<file path="config.mk">
export PLATFORM = sky130hd
export DESIGN_NAME = irq_status_tree
export DESIGN_NICKNAME = d
export VERILOG_FILES = /design/src/rtl/irqagg_pkg.sv /design/src/rtl/w1c_status_reg.sv /design/src/rtl/cfg_mask_reg.sv /design/src/rtl/msi_capture.sv /design/src/rtl/irq_status_tree.sv
export SDC_FILE = /design/constraint.sdc
export NUM_CORES = 1
export LEC_CHECK = 0
export CAP_MARGIN = 30
export CORE_UTILIZATION = 35
export CTS_BUF_LIST = sky130_fd_sc_hd__clkbuf_8 sky130_fd_sc_hd__clkbuf_16
export CTS_CLUSTER_SIZE = 14
export DETAILED_ROUTE_END_ITERATION = 10
export PLACE_DENSITY = 0.6
export RECOVER_POWER = 50
export SLEW_MARGIN = 20
export SYNTH_ARGS = -nofsm -noshare
export SYNTH_HDL_FRONTEND = slang
export SYNTH_SLANG_ARGS = --single-unit
</file>
<file path="constraint.sdc">
create_clock -name clk -period 5.4 [get_ports clk]
set_clock_uncertainty 0.1 [all_clocks]
set_input_delay 0.81 -clock clk [delete_from_list [all_inputs] [get_ports clk]]
set_output_delay 0.81 -clock clk [all_outputs]
set_load 0.02 [all_outputs]
</file>
<file path="src/rtl/irqagg_pkg.sv">
package irqagg_pkg;
  localparam int DW = 32;
  localparam int AW = 4;

  localparam logic [AW-1:0] A_STAT1  = 4'd0;
  localparam logic [AW-1:0] A_MASK1  = 4'd1;
  localparam logic [AW-1:0] A_STAT2  = 4'd2;
  localparam logic [AW-1:0] A_MASK2  = 4'd3;
  localparam logic [AW-1:0] A_MSIST  = 4'd4;
  localparam logic [AW-1:0] A_MSIMK  = 4'd5;
  localparam logic [AW-1:0] A_PAYLD  = 4'd6;
  localparam logic [AW-1:0] A_TOPST  = 4'd7;
  localparam logic [AW-1:0] A_TOPMK  = 4'd8;

  localparam int L1_ASSERT_LSB   = 16;
  localparam int L1_DEASSERT_LSB = 20;
  localparam int L1_MSI_BIT      = 24;
  localparam int L2_PM_BIT       = 4;
  localparam int L2_FLUSH_BIT    = 5;
  localparam int L2_ASSERT_LSB   = 8;
  localparam int TOP_CORE_BIT    = 16;

  localparam logic [DW-1:0] L1_PEND_VALID = 32'h07FF_FFFF;
  localparam logic [DW-1:0] L2_PEND_VALID = 32'h0000_0FF0;
  localparam logic [DW-1:0] TOP_VALID     = 32'h00FF_F0FB;

  localparam logic [DW-1:0] L1_MASK_RST  = L1_PEND_VALID & ~(32'h1 << L1_MSI_BIT);
  localparam logic [DW-1:0] L2_MASK_RST  = L2_PEND_VALID;
  localparam logic [DW-1:0] TOP_MASK_RST = TOP_VALID & ~(32'h1 << TOP_CORE_BIT);
endpackage

</file>
<file path="src/rtl/w1c_status_reg.sv">
module w1c_status_reg #(
  parameter int          W     = 32,
  parameter logic [W-1:0] VALID = '1
) (
  input  logic         clk,
  input  logic         rst_n,
  input  logic [W-1:0] set_i,
  input  logic         clr_en_i,
  input  logic [W-1:0] clr_i,
  output logic [W-1:0] q_o
);
  logic [W-1:0] q_d;
  logic [W-1:0] clr_eff;

  always_comb begin
    clr_eff = clr_en_i ? clr_i : '0;
    q_d     = ((q_o & ~clr_eff) | set_i) & VALID;
  end

  always_ff @(posedge clk or negedge rst_n) begin
    if (!rst_n) q_o <= '0;
    else        q_o <= q_d;
  end

  // a source event always lands, even against a same-cycle clear
  p_set_wins_r4: assert property (@(posedge clk) disable iff (!rst_n)
    (|(set_i & VALID)) |=> ((q_o & $past(set_i & VALID)) == $past(set_i & VALID)));

  // cleared bits with no concurrent event read back as zero
  p_clear_r4: assert property (@(posedge clk) disable iff (!rst_n)
    (clr_en_i && |(clr_i & ~set_i & q_o)) |=> ((q_o & $past(clr_i & ~set_i)) == '0));
endmodule

</file>
<file path="src/rtl/cfg_mask_reg.sv">
module cfg_mask_reg #(
  parameter int           W       = 32,
  parameter logic [W-1:0] VALID   = '1,
  parameter logic [W-1:0] RST_VAL = '0
) (
  input  logic         clk,
  input  logic         rst_n,
  input  logic         wen_i,
  input  logic [W-1:0] d_i,
  output logic [W-1:0] q_o
);
  logic [W-1:0] q_d;

  always_comb begin
    q_d = q_o;
    if (wen_i) q_d = d_i & VALID;
  end

  always_ff @(posedge clk or negedge rst_n) begin
    if (!rst_n) q_o <= RST_VAL & VALID;
    else        q_o <= q_d;
  end

  // a write stores exactly the valid subset of the data
  p_mask_write_r5: assert property (@(posedge clk) disable iff (!rst_n)
    wen_i |=> (q_o == ($past(d_i) & VALID)));
endmodule

</file>
<file path="src/rtl/msi_capture.sv">
module msi_capture #(
  parameter int VEC_N = 32,
  parameter int PAY_W = 8,
  localparam int VEC_W = $clog2(VEC_N)
) (
  input  logic             clk,
  input  logic             rst_n,
  input  logic             evt_i,
  input  logic [VEC_W-1:0] vec_i,
  input  logic [PAY_W-1:0] data_i,
  input  logic [VEC_N-1:0] vec_mask_i,
  output logic [VEC_N-1:0] vec_set_o,
  output logic             hit_o,
  output logic [PAY_W-1:0] payload_o
);
  logic [PAY_W-1:0] payload_d;

  always_comb begin
    vec_set_o = '0;
    for (int v = 0; v < VEC_N; v++) begin
      vec_set_o[v] = evt_i && (vec_i == VEC_W'(v));
    end
    hit_o     = |(vec_set_o & ~vec_mask_i);
    payload_d = evt_i ? data_i : payload_o;
  end

  always_ff @(posedge clk or negedge rst_n) begin
    if (!rst_n) payload_o <= '0;
    else        payload_o <= payload_d;
  end

  // payload captured on every event
  p_payload_r3: assert property (@(posedge clk) disable iff (!rst_n)
    evt_i |=> (payload_o == $past(data_i)));

  // payload stable without an event
  p_payload_hold_r3: assert property (@(posedge clk) disable iff (!rst_n)
    !evt_i |=> $stable(payload_o));
endmodule

</file>
<file path="src/rtl/irq_status_tree.sv">
module irq_status_tree
  import irqagg_pkg::*;
#(
  parameter int INTX_N    = 4,
  parameter int MSI_VEC_N = 32,
  parameter int PAY_W     = 8,
  localparam int VEC_W    = $clog2(MSI_VEC_N)
) (
  input  logic             clk,
  input  logic             rst_n,
  input  logic             wr_en,
  input  logic [AW-1:0]    wr_addr,
  input  logic [DW-1:0]    wr_data,
  input  logic [AW-1:0]    rd_addr,
  output logic [DW-1:0]    rd_data,
  input  logic [INTX_N-1:0] intx_assert_i,
  input  logic [INTX_N-1:0] intx_deassert_i,
  input  logic             pm_change_i,
  input  logic             flush_i,
  input  logic             msi_evt_i,
  input  logic [VEC_W-1:0] msi_vec_i,
  input  logic [PAY_W-1:0] msi_data_i,
  output logic             irq_o
);
  function automatic logic [DW-1:0] l1_store_bits();
    logic [DW-1:0] m;
    m = '0;
    for (int n = 0; n < INTX_N; n++) begin
      m[L1_ASSERT_LSB+n]   = 1'b1;
      m[L1_DEASSERT_LSB+n] = 1'b1;
    end
    m[L1_MSI_BIT] = 1'b1;
    return m;
  endfunction

  function automatic logic [DW-1:0] l2_store_bits();
    logic [DW-1:0] m;
    m = '0;
    for (int n = 0; n < INTX_N; n++) m[L2_ASSERT_LSB+n] = 1'b1;
    m[L2_PM_BIT]    = 1'b1;
    m[L2_FLUSH_BIT] = 1'b1;
    return m;
  endfunction

  localparam logic [DW-1:0] L1_STORE  = l1_store_bits();
  localparam logic [DW-1:0] L2_STORE  = l2_store_bits();
  localparam logic [DW-1:0] TOP_STORE = DW'(1) << TOP_CORE_BIT;

  // reset: asynchronous assert, synchronous release
  logic [1:0] rst_sync;
  logic       rst_ok;

  always_ff @(posedge clk or negedge rst_n) begin
    if (!rst_n) rst_sync <= 2'b00;
    else        rst_sync <= {rst_sync[0], 1'b1};
  end
  assign rst_ok = rst_sync[1];

  // write decode
  logic we_st1, we_mk1, we_st2, we_mk2, we_msist, we_msimk, we_topst, we_topmk;
  always_comb begin
    we_st1   = wr_en && (wr_addr == A_STAT1);
    we_mk1   = wr_en && (wr_addr == A_MASK1);
    we_st2   = wr_en && (wr_addr == A_STAT2);
    we_mk2   = wr_en && (wr_addr == A_MASK2);
    we_msist = wr_en && (wr_addr == A_MSIST);
    we_msimk = wr_en && (wr_addr == A_MSIMK);
    we_topst = wr_en && (wr_addr == A_TOPST);
    we_topmk = wr_en && (wr_addr == A_TOPMK);
  end

  // MSI front end
  logic [MSI_VEC_N-1:0] msi_stat, msi_mask, msi_vec_set;
  logic                 msi_hit;
  logic [PAY_W-1:0]     payload;

  msi_capture #(.VEC_N(MSI_VEC_N), .PAY_W(PAY_W)) u_msi (
    .clk(clk), .rst_n(rst_ok), .evt_i(msi_evt_i), .vec_i(msi_vec_i),
    .data_i(msi_data_i), .vec_mask_i(msi_mask), .vec_set_o(msi_vec_set),
    .hit_o(msi_hit), .payload_o(payload));

  w1c_status_reg #(.W(MSI_VEC_N), .VALID('1)) u_msi_stat (
    .clk(clk), .rst_n(rst_ok), .set_i(msi_vec_set), .clr_en_i(we_msist),
    .clr_i(wr_data[MSI_VEC_N-1:0]), .q_o(msi_stat));

  cfg_mask_reg #(.W(MSI_VEC_N), .VALID('1), .RST_VAL('0)) u_msi_mask (
    .clk(clk), .rst_n(rst_ok), .wen_i(we_msimk),
    .d_i(wr_data[MSI_VEC_N-1:0]), .q_o(msi_mask));

  // first-level sources
  logic [DW-1:0] set_l1, set_l2;
  always_comb begin
    set_l1 = '0;
    set_l2 = '0;
    for (int n = 0; n < INTX_N; n++) begin
      set_l1[L1_ASSERT_LSB+n]   = intx_assert_i[n];
      set_l1[L1_DEASSERT_LSB+n] = intx_deassert_i[n];
      set_l2[L2_ASSERT_LSB+n]   = intx_assert_i[n];
    end
    set_l1[L1_MSI_BIT]   = msi_hit;
    set_l2[L2_PM_BIT]    = pm_change_i;
    set_l2[L2_FLUSH_BIT] = flush_i;
  end

  logic [DW-1:0] stat1, mask1, stat2, mask2, top_stat, top_mask;

  w1c_status_reg #(.W(DW), .VALID(L1_STORE)) u_stat1 (
    .clk(clk), .rst_n(rst_ok), .set_i(set_l1), .clr_en_i(we_st1),
    .clr_i(wr_data), .q_o(stat1));

  cfg_mask_reg #(.W(DW), .VALID(L1_PEND_VALID), .RST_VAL(L1_MASK_RST)) u_mask1 (
    .clk(clk), .rst_n(rst_ok), .wen_i(we_mk1), .d_i(wr_data), .q_o(mask1));

  w1c_status_reg #(.W(DW), .VALID(L2_STORE)) u_stat2 (
    .clk(clk), .rst_n(rst_ok), .set_i(set_l2), .clr_en_i(we_st2),
    .clr_i(wr_data), .q_o(stat2));

  cfg_mask_reg #(.W(DW), .VALID(L2_PEND_VALID), .RST_VAL(L2_MASK_RST)) u_mask2 (
    .clk(clk), .rst_n(rst_ok), .wen_i(we_mk2), .d_i(wr_data), .q_o(mask2));

  // fold into the top level
  logic          pend_any;
  logic [DW-1:0] set_top;
  always_comb begin
    pend_any = (|(stat1 & ~mask1 & L1_PEND_VALID)) ||
               (|(stat2 & ~mask2 & L2_PEND_VALID));
    set_top  = '0;
    set_top[TOP_CORE_BIT] = pend_any;
  end

  w1c_status_reg #(.W(DW), .VALID(TOP_STORE)) u_top_stat (
    .clk(clk), .rst_n(rst_ok), .set_i(set_top), .clr_en_i(we_topst),
    .clr_i(wr_data), .q_o(top_stat));

  cfg_mask_reg #(.W(DW), .VALID(TOP_VALID), .RST_VAL(TOP_MASK_RST)) u_top_mask (
    .clk(clk), .rst_n(rst_ok), .wen_i(we_topmk), .d_i(wr_data), .q_o(top_mask));

  // output line
  logic eff_top, irq_d;
  always_comb begin
    eff_top = |(top_stat & ~top_mask & TOP_VALID);
    irq_d   = eff_top;
  end

  always_ff @(posedge clk or negedge rst_ok) begin
    if (!rst_ok) irq_o <= 1'b0;
    else         irq_o <= irq_d;
  end

  // read mux
  always_comb begin
    unique case (rd_addr)
      A_STAT1: rd_data = stat1;
      A_MASK1: rd_data = mask1;
      A_STAT2: rd_data = stat2;
      A_MASK2: rd_data = mask2;
      A_MSIST: rd_data = DW'(msi_stat);
      A_MSIMK: rd_data = DW'(msi_mask);
      A_PAYLD: rd_data = DW'(payload);
      A_TOPST: rd_data = top_stat;
      A_TOPMK: rd_data = top_mask;
      default: rd_data = '0;
    endcase
  end

  // an unmasked MSI vector raises the first-level summary
  p_msi_pending_r3: assert property (@(posedge clk) disable iff (!rst_ok)
    msi_hit |=> stat1[L1_MSI_BIT]);

  // the core bit only rises because something unmasked was pending
  p_top_cause_r6: assert property (@(posedge clk) disable iff (!rst_ok)
    $rose(top_stat[TOP_CORE_BIT]) |-> $past(pend_any));

  // pending persists, so the core bit cannot be cleared away
  p_top_sticky_r7: assert property (@(posedge clk) disable iff (!rst_ok)
    pend_any |=> top_stat[TOP_CORE_BIT]);

  // output line follows the masked top level one cycle later
  p_irq_high_r8: assert property (@(posedge clk) disable iff (!rst_ok)
    eff_top |=> irq_o);
  p_irq_low_r8: assert property (@(posedge clk) disable iff (!rst_ok)
    !eff_top |=> !irq_o);
endmodule

</file>
### Word level (Yosys, flattened, before mapping)

Cells that the tools add are included.

* bitwise gates (word level): 20
* reductions and logical operators: 48
* equal/unequal tests: 46
* muxes and demuxes: 5

Operators with widths (count)
* 32-bit one-hot mux with 9 select lines: 1
* 5-bit equality test (second input constant): 16
* 32-bit AND: 2
* 32-bit NOT: 2
* 5-bit by 4-bit equality test with 1-bit output (second input constant): 8
* 1-bit logical AND: 40
* 32-bit 2-to-1 mux: 1
* 32-bit bitwise OR: 1
* 32-bit OR reduction: 1
* 4-bit by 3-bit equality test with 1-bit output (second input constant): 7
* 25-bit by 27-bit AND with 27-bit output: 1
* 27-bit NOT: 1
* 27-bit OR reduction: 1
* 25-bit AND: 1
* 25-bit 2-to-1 mux: 1
* 25-bit NOT: 1
* 25-bit bitwise OR: 1
* 12-bit AND: 2
* 17-bit by 24-bit AND with 24-bit output: 1
* 12-bit NOT: 2
* 24-bit NOT: 1
* 5-bit by 3-bit equality test with 1-bit output (second input constant): 4
* 19-bit OR reduction: 1
* 17-bit AND: 1
* 14 further kinds: 21

* word-level logic and storage cells: 130
* input bits: 67
* register bits: 145
* output and inout port bits: 33

### Longest topological paths before layout

Gate-level depths: netlist of run 1.

* word-level depth: 6
* depth in mapped cells: 7
* depth with buffers taken out: 5

### Cells and area by module

A second synthesis of run 1 with hierarchy kept.

* cells, all modules: 900
* area, all modules: 9565.4 um^2

Modules (own cells, without submodules)
* irq_status_tree: instances 1, cells an instance 325, sequential area each 75.1 um^2, area an instance 2274.7 um^2
* cfg_mask_reg at u_msi_mask: instances 1, cells an instance 68, sequential area each 800.8 um^2, area an instance 1345.0 um^2
* w1c_status_reg at u_msi_stat: instances 1, cells an instance 99, sequential area each 800.8 um^2, area an instance 1194.9 um^2
* cfg_mask_reg at u_mask1: instances 1, cells an instance 63, sequential area each 708.2 um^2, area an instance 1179.9 um^2
* msi_capture: instances 1, cells an instance 117, sequential area each 200.2 um^2, area an instance 959.7 um^2
* cfg_mask_reg at u_top_mask: instances 1, cells an instance 54, sequential area each 498.0 um^2, area an instance 882.1 um^2
* cfg_mask_reg at u_mask2: instances 1, cells an instance 42, sequential area each 210.2 um^2, area an instance 525.5 um^2
* w1c_status_reg at u_stat1: instances 1, cells an instance 52, sequential area each 225.2 um^2, area an instance 514.2 um^2
* w1c_status_reg at u_stat2: instances 1, cells an instance 45, sequential area each 150.1 um^2, area an instance 416.6 um^2
* w1c_status_reg at u_top_stat: instances 1, cells an instance 35, sequential area each 25.0 um^2, area an instance 272.8 um^2

### Least setup slack after synthesis of run 1

No wires, ideal clock.

* path type: input port to output port
* start: input rd_addr[1]
* end: output rd_data[7]
* required time: 4.490 ns
* path slack: 2.275 ns
* path buffers: 1
* cell stages on the path: 6
* arrival time: 2.215 ns
* cells stage by stage: clkbuf_1 nor4b_2 a22oi_1 nand2_1 a31oi_1 o22ai_1

* cells in the longest elaborated chain, start to end: 2
* elaborated cells between the ends (all ways): 10
* classes of those cells: eq/ne (8); mux (1); reduce/logical (1)

Ends and longest elaborated chain
* start, declared: RTL line irq_status_tree.sv:14 `input logic [AW-1:0] rd_addr,`
* 4-bit equality test, or another cell as far along: RTL line irq_status_tree.sv:152 `unique case (rd_addr)`
* 32-bit one-hot mux with 9 select lines (*): RTL line irq_status_tree.sv:152
* end, declared: RTL line irq_status_tree.sv:15 `output logic [DW-1:0] rd_data,`

Mark *: on every way between the ends. The rest lies on a longest branch, timed or not.

### Final worst setup path of run 1

* start: input rd_addr[3]
* end: output rd_data[24]

Same word-level chain as after synthesis.

==> results by group, run 1 <==
Placement
  • GPL Wtd Cong: 0.8516
  • Port Buffers: 99
  • DP Wirelength: 14.46 mm
  • # placed instances: 932
  • DP Area: 8242 um^2

GRT
  • Number of global-route vias before repair: 5578
  • Met1 GRT Util: 29.41%
  • GRT overflow: 0
  • Met2 usage: 34.03%
  • Busiest layer in global routing: met2
  • Tot GR Track Use: 21.46%
  • Initial antenna violation count: 0
  • First-pass GRT wire length: 32.62 mm
  • Met3 Resource Use GR: 5.098%
  • Largest net degree at the start of global routing: 73

Setup path
  • Critical path origin: rd_addr[3]
  • Critical path endpoint: rd_data[24]
  • Setup CP Type: in -> out
  • Startpoint types: input port
  • Worst EP required: 4.49 ns
  • Nature of the critical path endpoint: output port
  • Worst R2R Path Depth: 2
  • R2r setup slk: 1.32 ns
  • Crit Reg-Reg Startpoint: rst_sync[1]$_DFF_PN0_
  • Critical-path maximum fanout: 16
  • RR Endpoint: u_msi.payload_o[6]$_DFFE_PN0P_
  • WP data arrival: 3.42 ns

Final layout
  • Final Cell Area: 8771 um^2
  • Antenna Cells: 0
  • Final nets: 754
  • Synth-to-layout area growth: 25.31%
  • Fin cells: 965
  • Share of cells above drive strength 1: 26.00%

CTS
  • Clk buf depth: 2
  • CTS clock-pin slew for the worst setup and hold paths: 0.06 ns
  • Root Driver: clkbuf_16
  • Clock buffer count from CTS: 17
  • CTS Hold Bufs: 0
  • CTS tree: built
  • CTS sink count: 145
  • Worst-Skew Late Latency: 0.43 ns
  • H-tree depth: 4
  • Post-CTS Setup Inserts: 0
  • CTS resizes: 0

Synth
  • Most common library cells after synthesis: 93 x dfrtp_1, 79 x nand2_1, 74 x mux2_2
  • Synth Net Count: 658
  • Sequential cell area fraction in the yosys report: 52.77%
  • Top-area cell type share of the netlist area: 33.25%
  • Post-synth top flop: dfrtp_1
  • Post-Syn Instances: 591
  • EDFF count, synth: 0
  • Mapped Avg Cell Area: 11.84 um^2
  • Synthesis Warnings: 0
  • Synth area leaders: dfrtp_1 33%, dfstp_2 20%, mux2_2 12%
  • Largest area contributor in the netlist: dfrtp_1
  • Most frequent cell after synthesis: dfrtp_1
  • Flops & latches, synth: 145
  • FFs w/ async S/R, synth: 100.0%
  • Synth cell types: 64
  • Mapped Area: 6999 um^2

Power
  • Sequential Power Share: 49.1%
  • Pwr/cell area: 356.5 nW/um^2
  • Comb power frac: 16.0%
  • Maximum vdd drop: 0.2214 mV
  • Tot Pwr: 3.127 mW
  • Int Pwr: 2.277 mW
  • Switch share: 27.18%
  • Sw Pwr: 849.9 uW
  • Part of the power in the clock network: 34.8%
  • Cell leakage power: 3.488 nW

Timing
  • Fin. Hold Viols: 0
  • Slew Viols, Final: 120
  • Slew headroom: -132.6%
  • RSZ-0062 raised after global routing: no
  • Worst-Margin Slew: 3.489 ns
  • Final min period: 4.334 ns
  • Final setup violating endpoints: 0
  • Ratio of final minimum period to clock period: 80.26%
  • Max Fclk: 230.7 MHz
  • Total negative slack: 0 ns

Floorplan
  • Die Width: 143.4 um
  • Die Ht: 143.4 um
  • # rows: 51
  • Ports: 100
  • Core footprint: 19530 um^2
  • Die area: 20570 um^2
  • Initial Util: 35.85%

Routing
  • DR pass1 iterations: 8
  • # DRC: 0
  • Vias: 5414
  • Iteration-0 DRC Markers: 430
  • WL/cell: 21.71 um
  • Final WL: 20.95 mm
  • Drt via density: 5.610
  • Routed Antenna Nets: 0

Worst hold path
  • Worst min path class: reg -> async

Flow run
  • Max-cap violations: 2

Run status
  • Violated checks: max-capacitance violations, max-slew violations
  • Status: finished with violations
per-stage QoR:
stage / hold slack (ns) / worst slack, ns / util (%)
3_5_place_dp: 0.03554 / 1.148 / 42.21
2_1_floorplan: 0.2312 / 1.052 / -
4_1_cts: 0.04106 / 1.114 / 45.00
3_3_place_gp: 0.03304 / 1.170 / 42.18
6_report: 0.04205 / 1.066 / 44.92
5_1_grt: 0.07286 / 0.5142 / 44.92
cell families after synthesis:
logic type / Yosys count / synth area share (%)
AOI/OAI and AO/OA: 137 / 15.77
buffers and inverters: 59 / 4.219
DFF: 145 / 52.77
muxes: 96 / 15.41
other: 1 / 0.05358
and+or+nand+nor: 153 / 11.78
sequential cells by signal, summed over array words and instances, names as in the netlist:
name,cells
u_msi_mask.q_o,32
rst_sync,2
u_msi.payload_o,8
irq_o,1
u_top_stat.q_o,1
u_stat1.q_o,9
u_top_mask.q_o,19
u_mask2.q_o,8
u_stat2.q_o,6
u_mask1.q_o,27
u_msi_stat.q_o,32
power groups by stage:
stage	clock network, mW	logic, mW	registers [mW]
2_1_floorplan	0	0.318	1.50
3_3_place_gp	0	0.486	1.54
3_5_place_dp	0	0.505	1.55
4_1_cts	1.11	0.507	1.53
5_1_grt	1.16	0.542	1.56
6_report	1.09	0.502	1.54
final cells by class:
cell class | instances | area (um^2)
Clock inverter | 11 | 65.06
Multi-Input combinational cell | 387 | 3024
Timing Repair Buffer | 116 | 1101
Tap cell | 265 | 331.6
Sequential cell | 145 | 3694
Fill cell | 1858 | 10760
Inverter | 20 | 75.07
Clock buffer | 21 | 480.5
routing by layer:
metal	vias up	share of wire, %
li1	2408	-
met3	22	6.7
met4	0	1.2
met5	-	0
met2	218	48
met1	2766	44
worst max-delay path, stage by stage:
cell             delay (ns)
clkdlybuf4s50_1        0.64
and4bb_2               0.73
buf_4                  0.33
a22o_1                 0.18
a221o_1                0.12
clkdlybuf4s50_1        0.61
worst min path at each step:
stage,endpoint,slack (ns),cells after the start
after global routing,u_stat1.q_o[21]$_DFF_PN0_,0.07,0
after floorplan,rst_sync[1]$_DFF_PN0_,0.23,0
after detailed placement,u_stat1.q_o[18]$_DFF_PN0_,0.04,0
after CTS,u_msi_stat.q_o[18]$_DFF_PN0_,0.04,0
after global placement,u_stat1.q_o[18]$_DFF_PN0_,0.03,0
final,u_msi_stat.q_o[18]$_DFF_PN0_,0.04,0
layout by cell type (no fill, tap or decap), types with 3 or more instances in the layout:
cell,synthesis,routed
mux2_1,20,20
o2bb2ai_1,19,19
clkbuf_1,15,4
clkbuf_8,1,4
or3_1,3,3
o22ai_1,9,9
nand2_1,79,79
a222oi_1,12,12
dlygate4sd3_1,0,3
a21o_1,15,15
nand3_1,16,16
buf_4,0,12
nor3_1,10,9
dfstp_2,52,52
clkdlybuf4s50_1,0,96
inv_1,19,21
clkinv_2,0,5
nand4_1,4,4
nor3b_1,3,3
a22oi_1,34,34
clkbuf_16,0,17
nor2b_1,3,3
nor2_1,8,8
dfrtp_1,93,93
o21ai_0,7,7
mux2_2,74,74
a22o_1,19,19
Note: power is estimated with default switching activity, not from simulation.
==> run 2: changes to the inputs <==
- PLACE_DENSITY: 0.6 -> 0.62
- clock period: 5.4 -> 3.7 ns (I/O delays scaled with it)
==> run 2 against run 1 <==
- the flow still finishes with violations (max-capacitance violations, max-slew violations)
- total power rose by 47%
- highest routed layer unchanged
- die area stayed put
- sequential power up 45%
- first-iteration DRC count rose by 30%
- cell count is 1.0% higher
==> results by group, run 2 (synthesis results as in run 1) <==
CTS
  • Clk buf depth: 2 (unchanged)
  • CTS Hold Bufs: 0 (unchanged)
  • H-tree depth: 4 (unchanged)
  • CTS sink count: 145 (unchanged)
  • Clock buffer count from CTS: 17 (unchanged)
  • Post-CTS Setup Inserts: 0 (unchanged)
  • Worst-Skew Late Latency: 0.42 ns (about the same)
  • Root Driver: clkbuf_16
  • CTS clock-pin slew for the worst setup and hold paths: 0.06 ns (about the same)
  • CTS tree: built
  • CTS resizes: 0 (unchanged)

Run status
  • Violated checks: max-capacitance violations, max-slew violations
  • Status: finished with violations

Power
  • Maximum vdd drop: 0.2879 mV (+30%)
  • Pwr/cell area: 517.5 nW/um^2 (+45%)
  • Cell leakage power: 3.551 nW (+1.8%)

Final layout
  • Fill cells: 1829 (-1.6%)
  • Share of cells above drive strength 1: 27.18% (+1.2 points)
  • Regs by FF count: u_msi_mask.q_o x32, u_msi_stat.q_o x32, u_mask1.q_o x27
  • Commonest non-fill, non-tap cells in the layout: 95 x clkdlybuf4s50_1, 93 x dfrtp_1, 79 x nand2_1
  • Final Cell Area: 8892 um^2 (+1.4%)
  • Most common cell after layout, fill and taps aside: clkdlybuf4s50_1
  • Synth-to-layout area growth: 27.05%
  • Final nets: 764 (+1.3%)
  • Utilization after layout: 45.54% (+0.62 points)
  • Antenna Cells: 0 (unchanged)

Timing
  • Total negative slack: 0 ns (unchanged)
  • Final setup violating endpoints: 0 (unchanged)
  • Final min period: 3.519 ns
  • Ratio of final minimum period to clock period: 95.09%
  • Slew Viols, Final: 53 (-56%)
  • Max Fclk: 284.2 MHz
  • RSZ-0062 raised after global routing: no
  • Fin Hold WS: 0.2529 ns (+0.2108 ns)
  • Fin. Hold Viols: 0 (unchanged)
  • Worst-Margin Slew: 2.090 ns (-1.399 ns)
  • Slew headroom: -39.34% (+93 points)

Placement
  • Port Buffers: 99 (unchanged)
  • GPL Wtd Cong: 0.8511 (about the same)
  • DP Area: 8344 um^2 (+1.2%)
  • DP Wirelength: 14.53 mm (+0.45%)

Routing
  • Iteration-0 DRC Markers: 557 (+30%)
  • Vias: 5535 (+2.2%)
  • WL met1: 8.954 mm (-3.7%)
  • Routed wl met3: 1.446 mm (+3.6%)
  • Max layer used: met4
  • DR pass1 iterations: 5 (-3)
  • Drt via density: 5.677 (+1.2%)
  • # DRC: 0 (unchanged)
  • Routed Antenna Nets: 0 (unchanged)
  • WL/cell: 21.39 um (-1.5%)
  • Met2 WL: 10.07 mm (+0.72%)
  • Final WL: 20.86 mm (-0.44%)

Setup path
  • Worst R2R Path Depth: 1 (-1)
  • R2r setup slk: 0.92 ns (-0.40 ns)
  • Startpoint types: input port
  • Crit Reg-Reg Startpoint: rst_sync[1]$_DFF_PN0_
  • Nature of the critical path endpoint: output port
  • Critical path origin: rd_addr[3]
  • Critical-path maximum fanout: 14 (-2)
  • RR Endpoint: u_msi_stat.q_o[0]$_DFF_PN0_
  • Critical path endpoint: rd_data[20]
  • Setup CP Type: in -> out
  • WP data arrival: 2.86 ns (-0.56 ns)
  • Worst EP required: 3.04 ns (-1.45 ns)

Floorplan
  • Ports: 100 (unchanged)
  • Die area: 20570 um^2 (unchanged)
  • Die Width: 143.4 um (unchanged)
  • # rows: 51 (unchanged)
  • Die Ht: 143.4 um (unchanged)
  • Initial Util: 35.85% (unchanged)
  • Core footprint: 19530 um^2 (unchanged)

GRT
  • Initial antenna violation count: 0 (unchanged)
  • First-pass GRT wire length: 32.10 mm (-1.6%)
  • Tot GR Track Use: 21.09% (-0.37 points)
  • GRT overflow: 0 (unchanged)
  • Number of global-route vias before repair: 5631 (+0.95%)
  • Largest net degree at the start of global routing: 59 (-19%)

Worst hold path
  • Worst min path class: reg -> reg
  • HP Start: rst_sync[0]$_DFF_PN0_

Flow run
  • Max-cap violations: 1 (-1)
[run 2: cell types whose count changed in the layout (fill, tap and decap cells not counted), moves of 2 or more]
cell	change
buf_4	+9
buf_12	+2
clkbuf_1	-2
clkbuf_2	+2
clkinv_2	-2
clkinvlp_4	+2
[run 2: layout make-up]
type	count	area, um^2	share of cell area [%]
Tap cell	265	331.6	3.729
Clock inverter	12	95.09	1.069
Timing Repair Buffer	126	1206	13.56
Multi-Input combinational cell	387	3024	34.01
Clock buffer	20	466.7	5.248
Sequential cell	145	3694	41.54
Inverter	20	75.07	0.8442
[run 2: how the worst min path moves through the flow]
stage / cells past startpoint / endpoint / slack [ns]
3_5_place_dp: 0 / rst_sync[1]$_DFF_PN0_ / 0.24
4_1_cts: 1 / rst_sync[1]$_DFF_PN0_ / 0.18
2_1_floorplan: 0 / rst_sync[0]$_DFF_PN0_ / 0.16
3_3_place_gp: 0 / rst_sync[1]$_DFF_PN0_ / 0.24
5_1_grt: 1 / rst_sync[1]$_DFF_PN0_ / 0.25
6_report: 0 / rst_sync[1]$_DFF_PN0_ / 0.25
[run 2: per-stage QoR]
step	worst slack, ns	instances	total power [mW]
after global routing	0.02912	975	4.795
after global placement	0.2460	942	2.954
final	0.1815	975	4.602
after CTS	0.1673	974	4.633
after detailed placement	0.1815	942	2.995
after floorplan	1.085	591	2.647
[run 2: critical path: stages]
cell and delay [ns]:
clkdlybuf4s50_1 0.55, buf_4 0.23, nor4b_4 0.32, buf_4 0.30, a22oi_1 0.12, nand3_1 0.15
clkdlybuf4s50_1 0.62
[run 2: metal layers]
layer  vias to the layer above  global-route usage (%)
met5                         -                       0
met2                       229                   34.21
met4                         0                   6.607
li1                       2431                       -
met3                        33                   5.198
met1                      2842                   27.64
[run 2: where the power goes]
| group | total, mW | leakage [nW] | internal, mW | switching [mW] |
|---|---|---|---|---|
| combinational | 0.731 | 1.65 | 0.414 | 0.318 |
| clock | 1.63 | 0.278 | 0.966 | 0.660 |
| sequential | 2.24 | 1.62 | 2.00 | 0.246 |
| total | 4.60 | 3.55 | 3.38 | 1.22 |
==> run 3: changes to the inputs <==
- CORE_UTILIZATION: 35 -> 50
- PLACE_DENSITY: 0.62 -> 0.82
==> run 3 against run 2 <==
- sequential power about the same
- flip-flop and latch count unchanged
- register-to-register slack improved by 0.16 ns
- die area decreased by 30%
- final area decreased by 1.2%
- first-iteration DRC count increased by 3.1%
- critical path type unchanged
- utilization increased by 20 points
- the flow still finishes with violations (max-capacitance violations, max-slew violations)
- sequential share of layout area increased by 0.48 points
- worst setup slack got worse by 0.077 ns
==> results by group, run 3 (synthesis results as in run 1) <==
Final layout
  • Multi-input logic area: 3029 um^2 (+0.17%)
  • Most common cell after layout, fill and taps aside: clkdlybuf4s50_1
  • FF/Latch Area: 3694 um^2 (unchanged)
  • Share of cells above drive strength 1: 26.95% (-0.23 points)
  • Fill cells: 1048 (-43%)
  • Commonest non-fill, non-tap cells in the layout: 95 x clkdlybuf4s50_1, 93 x dfrtp_1, 79 x nand2_1
  • Synth-to-layout area growth: 25.58%
  • Antenna Cells: 0 (unchanged)
  • Regs by FF count: u_msi_mask.q_o x32, u_msi_stat.q_o x32, u_mask1.q_o x27
  • Final nets: 759 (-0.65%)
  • Final Cell Area: 8790 um^2 (-1.2%)

Setup path
  • RR Endpoint: u_msi_stat.q_o[14]$_DFF_PN0_
  • WP data arrival: 2.94 ns (+0.08 ns)
  • Setup CP Type: in -> out
  • Startpoint types: input port
  • Worst EP required: 3.04 ns (about the same)
  • Nature of the critical path endpoint: output port
  • Crit Reg-Reg Startpoint: rst_sync[1]$_DFF_PN0_
  • Worst R2R Path Depth: 0 (-1)
  • R2r setup slk: 1.08 ns (+0.16 ns)
  • Critical-path maximum fanout: 11 (-3)

CTS
  • CTS clock-pin slew for the worst setup and hold paths: 0.06 ns (about the same)
  • H-tree depth: 4 (unchanged)
  • Clk buf depth: 2 (unchanged)
  • CTS sink count: 145 (unchanged)
  • Clock buffer count from CTS: 17 (unchanged)
  • CTS tree: built
  • Worst-Skew Late Latency: 0.43 ns (about the same)
  • CTS Hold Bufs: 0 (unchanged)
  • Root Driver: clkbuf_16
  • Post-CTS Setup Inserts: 0 (unchanged)

Power
  • Comb power frac: 15.6% (-0.3 points)
  • Sequential Power Share: 48.0% (-0.8 points)
  • Maximum vdd drop: 0.4006 mV (+39%)
  • Cell leakage power: 3.557 nW (+0.16%)
  • Int Pwr: 3.447 mW (+2.0%)
  • Pwr/cell area: 532.8 nW/um^2 (+3.0%)
  • Tot Pwr: 4.683 mW (+1.8%)
  • Switch share: 26.39% (-0.18 points)
  • Sw Pwr: 1.236 mW (+1.1%)
  • Part of the power in the clock network: 36.4% (+1.1 points)

Routing
  • Drt via density: 6.259 (+10%)
  • DR pass1 iterations: 6 (+1)
  • Iteration-0 DRC Markers: 574 (+3.1%)
  • # DRC: 0 (unchanged)
  • Final WL: 19.96 mm (-4.3%)
  • WL/cell: 22.65 um (+5.9%)
  • Routed Antenna Nets: 0 (unchanged)
  • Vias: 5514 (-0.38%)

Placement
  • GPL Wtd Cong: 0.9047 (+6.3%)
  • Port Buffers: 99 (unchanged)
  • DP Wirelength: 13.57 mm (-6.6%)
  • DP Area: 8215 um^2 (-1.5%)

Timing
  • RSZ-0062 raised after global routing: no
  • Max Fclk: 278.1 MHz (-2.1%)
  • Worst-Margin Slew: 2.521 ns (+0.4310 ns)
  • Final min period: 3.596 ns (+0.07709 ns)
  • Slew Viols, Final: 63 (+19%)
  • Fin. Hold Viols: 0 (unchanged)
  • Slew headroom: -68.07% (-29 points)
  • Total negative slack: 0 ns (unchanged)
  • Ratio of final minimum period to clock period: 97.18% (+2.1 points)
  • Final setup violating endpoints: 0 (unchanged)

GRT
  • Largest net degree at the start of global routing: 82 (+39%)
  • Tot GR Track Use: 29.32% (+8.2 points)
  • First-pass GRT wire length: 31.77 mm (-1.0%)
  • Initial antenna violation count: 0 (unchanged)
  • GRT overflow: 0 (unchanged)
  • Number of global-route vias before repair: 5676 (+0.80%)

Floorplan
  • Core footprint: 13450 um^2 (-31%)
  • Die Width: 120.3 um (-16%)
  • Die Ht: 120.3 um (-16%)
  • Die area: 14480 um^2 (-30%)
  • # rows: 42 (-18%)
  • Ports: 100 (unchanged)
  • Initial Util: 52.03% (+16 points)

Run status
  • Status: finished with violations
  • Violated checks: max-capacitance violations, max-slew violations

Worst hold path
  • Worst min path class: in -> async

Flow run
  • Max-cap violations: 1 (unchanged)
## run 3: layout make-up
class | count | area share (%)
inverters | 20 | 0.8541
flip-flops and latches | 145 | 42.02
repair buffers | 121 | 13.52
well taps | 176 | 2.505
clock buffers | 20 | 5.310
multi-input cells | 387 | 34.46
clock inverters | 12 | 1.324
## run 3: how the worst max path moves through the flow
| stage | startpoint | end | cells after the start |
|---|---|---|---|
| 2_1_floorplan | rd_addr[1] | rd_data[7] | 6 |
| 3_3_place_gp | rd_addr[3] | rd_data[24] | 6 |
| 3_5_place_dp | rd_addr[2] | rd_data[7] | 8 |
| 4_1_cts | rd_addr[2] | rd_data[7] | 8 |
| 5_1_grt | rd_addr[3] | rd_data[7] | 8 |
| 6_report | rd_addr[3] | rd_data[7] | 8 |
## run 3: power groups by stage
stage                     clock (mW)  combinational [mW]  sequential [mW]
after CTS                       1.72               0.733             2.24
after global placement             0               0.699             2.25
after floorplan                    0               0.464             2.18
final                           1.71               0.731             2.25
after global routing            1.78               0.785             2.29
after detailed placement           0               0.726             2.26
## run 3: layer usage
layer  vias up  track usage, %  wire (um)
li1       2416               -          -
met1      2787           40.18       8367
met2       272           46.73       9678
met3        39           5.849       1450
met4         0           9.799        461
met5         -               0          0
## run 3: through the flow
step,cells,hold slack [ns],setup slack (ns),utilization (%)
floorplan,591,0.1594,1.085,-
global route,881,0.2516,0.04839,65.34
finish,881,0.2491,0.1044,65.34
global placement,849,0.2395,0.2109,61.07
detailed placement,849,0.2418,0.1163,61.07
CTS,881,0.1739,0.1094,65.40
## run 3: critical path: stages
cell and delay, ns:
clkdlybuf4s50_1 0.64, nor4bb_1 0.41, buf_4 0.24, a22oi_1 0.09, nand2_1 0.10, a31oi_1 0.05, o22ai_1 0.21, clkdlybuf4s50_1 0.64
## run 3: timing repair
| action | in CTS | in global routing |
|---|---|---|
| setup endpoints to repair | 0 | 1 |
| endpoints found under the hold margin | 0 | 0 |
| gates resized for setup | 0 | 1 |
